## src/rtl/exc_entry_pkg.sv

```systemverilog
package exc_entry_pkg;

  typedef enum logic [3:0] {
    CLS_PLAIN   = 4'd0,
    CLS_UNDEF   = 4'd1,
    CLS_PCWRITE = 4'd2,
    CLS_WIDE    = 4'd3,
    CLS_BANKRST = 4'd4,
    CLS_SDIV    = 4'd5,
    CLS_UDIV    = 4'd6,
    CLS_FPU     = 4'd7,
    CLS_TRAP    = 4'd8
  } insnClassT;

  typedef enum logic [2:0] {
    ST_IDLE,
    ST_VREAD,
    ST_PUSHSR,
    ST_PUSHPC,
    ST_JUMP
  } seqStateT;

  typedef struct packed {
    logic capture;
    logic selSlot;
    logic addrVec;
    logic dataPc;
    logic loadHandler;
    logic decSp;
  } dpCtrlT;

endpackage

```

## src/rtl/exc_cause_decode.sv

```systemverilog
module exc_cause_decode
  import exc_entry_pkg::*;
(
  input  logic [3:0] insnClass,
  input  logic       inDelaySlot,
  input  logic       fpuStandby,
  output logic       slotIllegal,
  output logic       trapReq
);

  logic fixedIllegal;
  logic fpuIllegal;

  always_comb begin
    case (insnClass)
      CLS_UNDEF, CLS_PCWRITE, CLS_WIDE, CLS_BANKRST,
      CLS_SDIV, CLS_UDIV, CLS_TRAP: fixedIllegal = 1'b1;
      default:                      fixedIllegal = 1'b0;
    endcase
  end

  assign fpuIllegal  = (insnClass == CLS_FPU) && fpuStandby;
  assign slotIllegal = inDelaySlot && (fixedIllegal || fpuIllegal);
  assign trapReq     = (insnClass == CLS_TRAP) && !slotIllegal;

endmodule

```

## src/rtl/exc_seq_ctrl.sv

```systemverilog
module exc_seq_ctrl
  import exc_entry_pkg::*;
(
  input  logic   clk,
  input  logic   rstN,
  input  logic   reqValid,
  input  logic   slotIllegal,
  input  logic   trapReq,
  input  logic   memReady,
  output logic   busy,
  output logic   memValid,
  output logic   memWrite,
  output logic   redirect,
  output dpCtrlT ctrl
);

  seqStateT stateQ, stateD;

  always_ff @(posedge clk) begin
    if (!rstN) stateQ <= ST_IDLE;
    else       stateQ <= stateD;
  end

  always_comb begin
    stateD   = stateQ;
    ctrl     = '0;
    memValid = 1'b0;
    memWrite = 1'b0;
    redirect = 1'b0;
    case (stateQ)
      ST_IDLE: begin
        if (reqValid && (slotIllegal || trapReq)) begin
          ctrl.capture = 1'b1;
          ctrl.selSlot = slotIllegal;
          stateD       = ST_VREAD;
        end
      end
      ST_VREAD: begin
        memValid     = 1'b1;
        ctrl.addrVec = 1'b1;
        if (memReady) begin
          ctrl.loadHandler = 1'b1;
          stateD           = ST_PUSHSR;
        end
      end
      ST_PUSHSR: begin
        memValid = 1'b1;
        memWrite = 1'b1;
        if (memReady) begin
          ctrl.decSp = 1'b1;
          stateD     = ST_PUSHPC;
        end
      end
      ST_PUSHPC: begin
        memValid    = 1'b1;
        memWrite    = 1'b1;
        ctrl.dataPc = 1'b1;
        if (memReady) begin
          ctrl.decSp = 1'b1;
          stateD     = ST_JUMP;
        end
      end
      ST_JUMP: begin
        redirect = 1'b1;
        stateD   = ST_IDLE;
      end
      default: stateD = ST_IDLE;
    endcase
  end

  assign busy = (stateQ != ST_IDLE);

endmodule

```

## src/rtl/exc_seq_datapath.sv

```systemverilog
module exc_seq_datapath
  import exc_entry_pkg::*;
#(
  parameter int DW       = 32,
  parameter int VW       = 8,
  parameter int SLOT_VEC = 6
) (
  input  logic          clk,
  input  logic          rstN,
  input  dpCtrlT        ctrl,
  input  logic [VW-1:0] trapVector,
  input  logic [DW-1:0] nextPc,
  input  logic [DW-1:0] branchTarget,
  input  logic [DW-1:0] curSr,
  input  logic [DW-1:0] curSp,
  input  logic [DW-1:0] vbr,
  input  logic [DW-1:0] memRdata,
  output logic [DW-1:0] memAddr,
  output logic [DW-1:0] memWdata,
  output logic [DW-1:0] newPc,
  output logic [DW-1:0] newSp,
  output logic [DW-1:0] newSr
);

  localparam int            PADW     = DW - VW - 2;
  localparam logic [DW-1:0] WORD     = DW'(4);
  localparam logic [VW-1:0] SLOT_NUM = VW'(SLOT_VEC);

  logic [DW-1:0] vbrQ, spQ, srQ, pcQ, handlerQ;
  logic [VW-1:0] vecQ;
  logic [DW-1:0] vecOffset;

  always_ff @(posedge clk) begin
    if (!rstN) begin
      vbrQ     <= '0;
      spQ      <= '0;
      srQ      <= '0;
      pcQ      <= '0;
      handlerQ <= '0;
      vecQ     <= '0;
    end else begin
      if (ctrl.capture) begin
        vbrQ <= vbr;
        spQ  <= curSp;
        srQ  <= curSr;
        vecQ <= ctrl.selSlot ? SLOT_NUM : trapVector;
        pcQ  <= ctrl.selSlot ? branchTarget : nextPc;
      end
      if (ctrl.loadHandler) handlerQ <= memRdata;
      if (ctrl.decSp)       spQ      <= spQ - WORD;
    end
  end

  assign vecOffset = {{PADW{1'b0}}, vecQ, 2'b00};
  assign memAddr   = ctrl.addrVec ? (vbrQ + vecOffset) : (spQ - WORD);
  assign memWdata  = ctrl.dataPc ? pcQ : srQ;
  assign newPc     = handlerQ;
  assign newSp     = spQ;
  assign newSr     = srQ;

endmodule

```

## src/rtl/exc_entry_seq.sv

```systemverilog
module exc_entry_seq
  import exc_entry_pkg::*;
#(
  parameter int DW       = 32,
  parameter int VW       = 8,
  parameter int SLOT_VEC = 6
) (
  input  logic          clk,
  input  logic          rstN,
  input  logic          reqValid,
  input  logic [3:0]    insnClass,
  input  logic          inDelaySlot,
  input  logic          fpuStandby,
  input  logic [VW-1:0] trapVector,
  input  logic [DW-1:0] nextPc,
  input  logic [DW-1:0] branchTarget,
  input  logic [DW-1:0] curSr,
  input  logic [DW-1:0] curSp,
  input  logic [DW-1:0] vbr,
  output logic          busy,
  output logic          memValid,
  output logic          memWrite,
  output logic [DW-1:0] memAddr,
  output logic [DW-1:0] memWdata,
  input  logic          memReady,
  input  logic [DW-1:0] memRdata,
  output logic          redirect,
  output logic [DW-1:0] newPc,
  output logic [DW-1:0] newSp,
  output logic [DW-1:0] newSr
);

  logic   slotIllegal;
  logic   trapReq;
  dpCtrlT ctrl;

  exc_cause_decode u_decode (
    .insnClass   (insnClass),
    .inDelaySlot (inDelaySlot),
    .fpuStandby  (fpuStandby),
    .slotIllegal (slotIllegal),
    .trapReq     (trapReq)
  );

  exc_seq_ctrl u_ctrl (
    .clk         (clk),
    .rstN        (rstN),
    .reqValid    (reqValid),
    .slotIllegal (slotIllegal),
    .trapReq     (trapReq),
    .memReady    (memReady),
    .busy        (busy),
    .memValid    (memValid),
    .memWrite    (memWrite),
    .redirect    (redirect),
    .ctrl        (ctrl)
  );

  exc_seq_datapath #(
    .DW       (DW),
    .VW       (VW),
    .SLOT_VEC (SLOT_VEC)
  ) u_dp (
    .clk          (clk),
    .rstN         (rstN),
    .ctrl         (ctrl),
    .trapVector   (trapVector),
    .nextPc       (nextPc),
    .branchTarget (branchTarget),
    .curSr        (curSr),
    .curSp        (curSp),
    .vbr          (vbr),
    .memRdata     (memRdata),
    .memAddr      (memAddr),
    .memWdata     (memWdata),
    .newPc        (newPc),
    .newSp        (newSp),
    .newSr        (newSr)
  );

endmodule

```

## config.mk

```make
export PLATFORM = sky130hd
export DESIGN_NAME = exc_entry_seq
export DESIGN_NICKNAME = d
export VERILOG_FILES = /design/src/rtl/exc_entry_pkg.sv /design/src/rtl/exc_cause_decode.sv /design/src/rtl/exc_seq_ctrl.sv /design/src/rtl/exc_seq_datapath.sv /design/src/rtl/exc_entry_seq.sv
export SDC_FILE = /design/constraint.sdc
export NUM_CORES = 1
export LEC_CHECK = 0
export BUFFER_PORTS_ARGS = -buffer_cell sky130_fd_sc_hd__buf_2
export CORE_ASPECT_RATIO = 0.6
export CORE_UTILIZATION = 39
export DETAILED_ROUTE_END_ITERATION = 6
export PLACE_DENSITY = 0.66
export SETUP_SLACK_MARGIN = 0.1
export SLEW_MARGIN = 10
export SYNTH_ARGS = -nofsm -noshare
export SYNTH_HDL_FRONTEND = slang
export SYNTH_SLANG_ARGS = --single-unit
```

## constraint.sdc

```tcl
create_clock -name clk -period 3.3 [get_ports clk]
set_clock_uncertainty 0.1 [all_clocks]
set_input_delay 0.66 -clock clk [delete_from_list [all_inputs] [get_ports clk]]
set_output_delay 0.66 -clock clk [all_outputs]
set_load 0.02 [all_outputs]
```

### After elaboration in Yosys (flattened, before gate mapping)

Index checks and enable logic that the tools add are counted.

* flip-flop bits (word level): 171
* bits of input ports: 210
* output and inout port bits: 164

* add/sub/neg operators: 2
* equality and inequality tests: 16
* multiplexer cells: 22
* reductions and logical operators: 14

Operator list (count)
* $mux 32: 5
* $add 32x10->32: 1
* $sub 32x3->32 const B: 1
* $eq 4x3->1 const B: 4
* $mux 3: 4
* $pmux 3 s4: 1
* $mux 1: 9
* $eq 4x2->1 const B: 2
* $mux 8: 1
* $reduce_or 7->1: 1
* $eq 3x2->1 const B: 2
* $ne 2x2->1 const B: 3
* $eq 4x1->1 const B: 1
* $eq 4x4->1 const B: 1
* $logic_and 1x1->1: 4
* $mux 2: 2
* $reduce_and 4->1: 1
* $eq 3x1->1 const B: 1
* $eq 3x3->1 const B: 1
* $logic_not 3->1: 1
* $reduce_bool 3->1: 1
* $reduce_or 3->1: 1
* $logic_or 1x1->1: 2
* $ne 2x1->1 const B: 1
* 3 further kinds: 3

### Longest topological paths before layout

* depth in word-level cells: 13
* gate-level depth with buffers: 9
* gate-level depth less buffers: 8

### Modules after synthesis

From an unflattened synthesis, not the netlist that was laid out.

* cell total of the unflattened synthesis: 1000
* area, all modules: 9297.7 um^2

By module, submodules not included
* exc_seq_datapath: instances 1, cells each 966, area an instance 9022.4 um^2, sequential area each 3363.2 um^2
* exc_seq_ctrl: instances 1, cells each 27, area an instance 227.7 um^2, sequential area each 60.1 um^2
* exc_cause_decode: instances 1, cells each 7, area an instance 47.5 um^2, sequential area each 0.0 um^2

### Worst setup path after synthesis

OpenSTA, ideal clock, no wires.

* kind: register to output
* start point: register u_dp.vecQ[0]
* end point: output memAddr[20]
* arrival time: 2587 ps
* required time: 2540 ps
* slack: -47 ps
* cell stages (with the launch flop): 9
* buffers on the path: 0
* cell sequence: dfxtp_1 ha_1 fa_1 a211oi_1 o211a_1 nor4b_1 nand4_1 xor2_1 o21ai_0

* cells in the longest elaborated chain, start to end: 2

Ends and longest elaborated chain
* start, declared: line exc_seq_datapath.sv:30 `logic [VW-1:0] vecQ;`
* start signal, assigned: line exc_seq_datapath.sv:46 `vecQ <= ctrl.selSlot ? SLOT_NUM : trapVector;`
* $add 32x10->32: line exc_seq_datapath.sv:55 `assign memAddr = ctrl.addrVec ? (vbrQ + vecOffset) : (spQ - WORD);`
* $mux 32: line exc_seq_datapath.sv:55
* end, declared: line exc_entry_seq.sv:23 `output logic [DW-1:0] memAddr,`

Every way passes these cells.

### Worst setup path in the final report

* start point: register u_dp.spQ[17], in the netlist u_dp.newSp[17]
* end point: output memAddr[31]

* cells in the longest elaborated chain, start to end: 2

Ends and longest elaborated chain
* start, declared: line exc_seq_datapath.sv:29 `logic [DW-1:0] vbrQ, spQ, srQ, pcQ, handlerQ;`
* start signal, assigned: line exc_seq_datapath.sv:44 `spQ <= curSp;`
* start signal, assigned: line exc_seq_datapath.sv:50 `if (ctrl.decSp) spQ <= spQ - WORD;`
* $sub 32x3->32: line exc_seq_datapath.sv:55
* $mux 32: line exc_seq_datapath.sv:55

Every way passes these cells.

==> out/metrics.csv <==
stage,metric,value,unit
status,run status,"complete, but fails checks",
status,violations in the final reports,setup timing,
timing,final worst-path setup slack,-0.248,ns
synth,Post-Syn Area,0.00861,mm²
cts,Worst-path clk slew,0.07,ns
cts,Post-CTS Hold Buffers,0,
die,core area,0.0213,mm²
synth,number of register bits inferred by synthesis,171,
synth,top flip-flop cell by instance count after synthesis,sky130_fd_sc_hd__dfxtp_1,
timing,final period utilization,108,%
cells_and_area,post-synthesis to final-layout area growth,43.3,%
power,worst-case vdd ir drop,0.366,mV
synth,number of cells produced by synthesis,1153,
power,internal power of the cells,4.30,mW
synth,cell types occupying the most area after synthesis,"sky130_fd_sc_hd__dfxtp_1 40%, sky130_fd_sc_hd__nand2_1 13%, sky130_fd_sc_hd__a21oi_1 12%, sky130_fd_sc_hd__xor2_1 4.4%, sky130_fd_sc_hd__mux2_2 4.2%",
power,power per cell area,526,mW/mm²
die,count of boundary I/O pins,374,
die,die boundary width,194,µm
worst_setup_path,Worst R2R Setup Slack,0.28,ns
timing,measured slew at the worst slew-check pin,1.04,ns
synth,post-synthesis cell type count,60,
die,die span in y,117,µm
worst_setup_path,Arrival @ worst endpoint,2.79,ns
route,total wire length,32700,µm
placed_design,gp weighted congestion,0.917,
grt,first-pass GRT wire length,48700,µm
die,full die area,0.0227,mm²
route,drt first pass iters,5,
placed_design,number of instances in the placed design,1764,
cts,number of buffers added by the clock tree synthesis step,17,
power,sw power,2.19,mW
synth,syn nets,1373,
hold_path,class of the worst hold path,reg -> reg,
synth,dominant cell type by area after synthesis,sky130_fd_sc_hd__dfxtp_1,
timing,setup repair after global routing missed its margin,yes,
grt,pin count of the biggest net entering global routing,60,
cells_and_area,layout cell share with drive strength beyond 1,38.3,%
synth,count of flip-flops with a built-in enable after synthesis,0,
route,remaining design rule violation count,0,
worst_setup_path,CP startpoint kind,flip-flop,
synth,share of the synthesized area in the top cell type,39.8,%
cells_and_area,"leading cell type in the layout, fill and taps excluded",sky130_fd_sc_hd__buf_2,
synth,sequential cell area fraction in the yosys report,39.8,%
run,maxcap violations,0,
timing,final-report max-slew violation count,0,
cts,H-Tree Level Count,4,
grt,final global-route overflow total,0,
placed_design,IO buf count,373,
cells_and_area,number of nets at the end of the flow,1756,
die,initial cell density of the core,40.4,%
worst_setup_path,largest fanout of any net on the critical path,2,
power,sequential power share,35.0,%
hold_path,origin of the worst min-delay path,u_dp.newPc[16],
timing,WHS,0.351,ns
synth,async set or reset register ratio after synthesis,0,%
worst_setup_path,launch point of the worst reg-to-reg path,u_dp.newSp[2],
power,P_leak,5.61,nW
cts,clk_lat worst skew,0.44,ns
power,power share of the clock group,33.5,%
power,part of the total power dissipated in combinational logic,31.4,%
synth,synthesis warning total,0,
placed_design,Detailed Place HPWL,22900,µm
synth,mean cell area of the mapped netlist,7.47,µm²
timing,headroom to the max-slew limit,30.6,%
timing,final count of hold timing violations,0,
route,count of routing violations after the opening detailed-route iteration,678,
power,switching part of the total,33.8,%
timing,final critical-path required period,3.55,ns
grt,total global-route track usage,27.5,%
die,standard-cell row count,41,
cts,TritonCTS clock tree,yes,
timing,max frequency,282,MHz
route,detail-routed via count per cell,5.46,
grt,via count of the first global-routing pass,8863,
cells_and_area,post-layout instance count excluding filler cells,1829,
timing,Setup-failing EPs final,9,
cts,TritonCTS sink count,171,
worst_setup_path,Crit. End Element,primary output,
cts,root buffer cell,sky130_fd_sc_hd__clkbuf_16,
route,detail-routed net length per standard cell,17.9,µm
worst_setup_path,R2R depth,18,
worst_setup_path,Reg2Reg Capture Point,u_dp.newSp[23],
hold_path,Hold Path End,u_dp.newPc[16],
cts,buffer depth of the longest clock path,2,
hold_path,instance count along the most critical hold path,2,
worst_setup_path,worst setup path category,reg -> out,
worst_setup_path,CP Data Required Time,2.54,ns
grt,number of antenna violations at the first check in global routing,1,
cells_and_area,"commonest cells after routing, fill and taps aside","353 x sky130_fd_sc_hd__buf_2, 291 x sky130_fd_sc_hd__nand2_1, 202 x sky130_fd_sc_hd__a21oi_1",
route,Post-DRT Antenna Nets,0,
route,Vias,9978,
stage by stage:
stage / setup WS, ns / total power [mW] / TNS, ns / utilization [%] / instance area [µm²]
3_3_place_gp: -0.0961 / 3.97 / -0.391 / 51.2 / 10900
4_1_cts: -0.250 / 6.36 / -0.748 / 56.3 / 12000
6_report: -0.248 / 6.49 / -0.955 / 57.8 / 12300
3_5_place_dp: -0.140 / 3.98 / -0.566 / 51.2 / 10900
2_1_floorplan: 0.131 / 3.31 / 0 / - / 8620
5_1_grt: -0.307 / 6.78 / -2.48 / 57.8 / 12300
cell families after synthesis:
group	share of synthesized area [%]
muxes	4.65
and+or+nand+nor	23.1
buffers and inverters	4.21
DFF	39.8
xor gates and xnor gates	5.59
AOI/OAI and AO/OA	21.2
adders and majority gates	1.54
what timing repair did:
action / in CTS / in global routing
pin swaps: 27 / 32
setup buffers: 18 / 13
gates resized for setup: 75 / 55
gates cloned: 1 / 0
endpoints found under the setup margin: 24 / 25
sequential cells by signal, summed over array words and instances, names as in the netlist:
signal	flops
u_dp.newPc	32
u_dp.newSp	32
u_dp.newSr	32
u_dp.pcQ	32
u_dp.vbrQ	32
u_dp.vecQ	8
u_ctrl.stateQ	3
cell type report:
cell class	instances	area [µm²]
clock inverter	14	194
timing repair buffer	450	2590
inverter	6	25.0
tap	279	349
sequential	171	3440
fill	1969	9000
clock buffer	18	429
multi-input combinational	890	5320
antenna	1	2.50
critical path, stage by stage (launching register included):
cell	delay [ns]
sky130_fd_sc_hd__dfxtp_1	0.31
sky130_fd_sc_hd__or4_4	0.54
sky130_fd_sc_hd__or4_4	0.45
sky130_fd_sc_hd__or4_4	0.55
sky130_fd_sc_hd__xnor2_2	0.14
sky130_fd_sc_hd__nor2_1	0.13
sky130_fd_sc_hd__a21oi_2	0.05
sky130_fd_sc_hd__buf_4	0.17
metal layers:
layer,vias up,track usage [%],share of wire (%)
met5,-,0,0
met1,4702,37.4,45
li1,4763,-,-
met3,57,7.74,8.2
met2,456,42.6,44
met4,0,8.36,2.0
synthesized netlist by cell type (8+ instances only):
cell type                  instances
sky130_fd_sc_hd__ha_1              9
sky130_fd_sc_hd__buf_1             8
sky130_fd_sc_hd__xor2_1           43
sky130_fd_sc_hd__nand3_1          27
sky130_fd_sc_hd__clkbuf_1         73
sky130_fd_sc_hd__mux2_2           32
sky130_fd_sc_hd__a221oi_1          8
sky130_fd_sc_hd__o21ai_0          63
sky130_fd_sc_hd__xnor2_1          12
sky130_fd_sc_hd__nor2_1           57
sky130_fd_sc_hd__a21oi_1         207
sky130_fd_sc_hd__dfxtp_1         171
sky130_fd_sc_hd__o211ai_1         10
sky130_fd_sc_hd__nand2_1         295
sky130_fd_sc_hd__nor3_1           24
power by group through the flow:
stage	Combinational, mW	Sequential, mW	Clock (mW)
2_1_floorplan	0.956	2.35	0
3_3_place_gp	1.67	2.31	0
3_5_place_dp	1.67	2.31	0
4_1_cts	1.89	2.27	2.21
5_1_grt	2.18	2.29	2.31
6_report	2.04	2.27	2.17
worst max path at each step:
stage	start	slack, ns	cells after the start	to
global route	u_dp.newSp[17]	-0.31	7	memAddr[31]
CTS	u_dp.newSp[17]	-0.25	7	memAddr[31]
detailed placement	u_dp.vecQ[0]	-0.14	9	memAddr[30]
finish	u_dp.newSp[17]	-0.25	7	memAddr[31]
global placement	u_dp.vecQ[0]	-0.1	9	memAddr[30]
floorplan	u_dp.newSp[16]	0.13	7	memAddr[31]
Power figures use the tool's default switching activity.
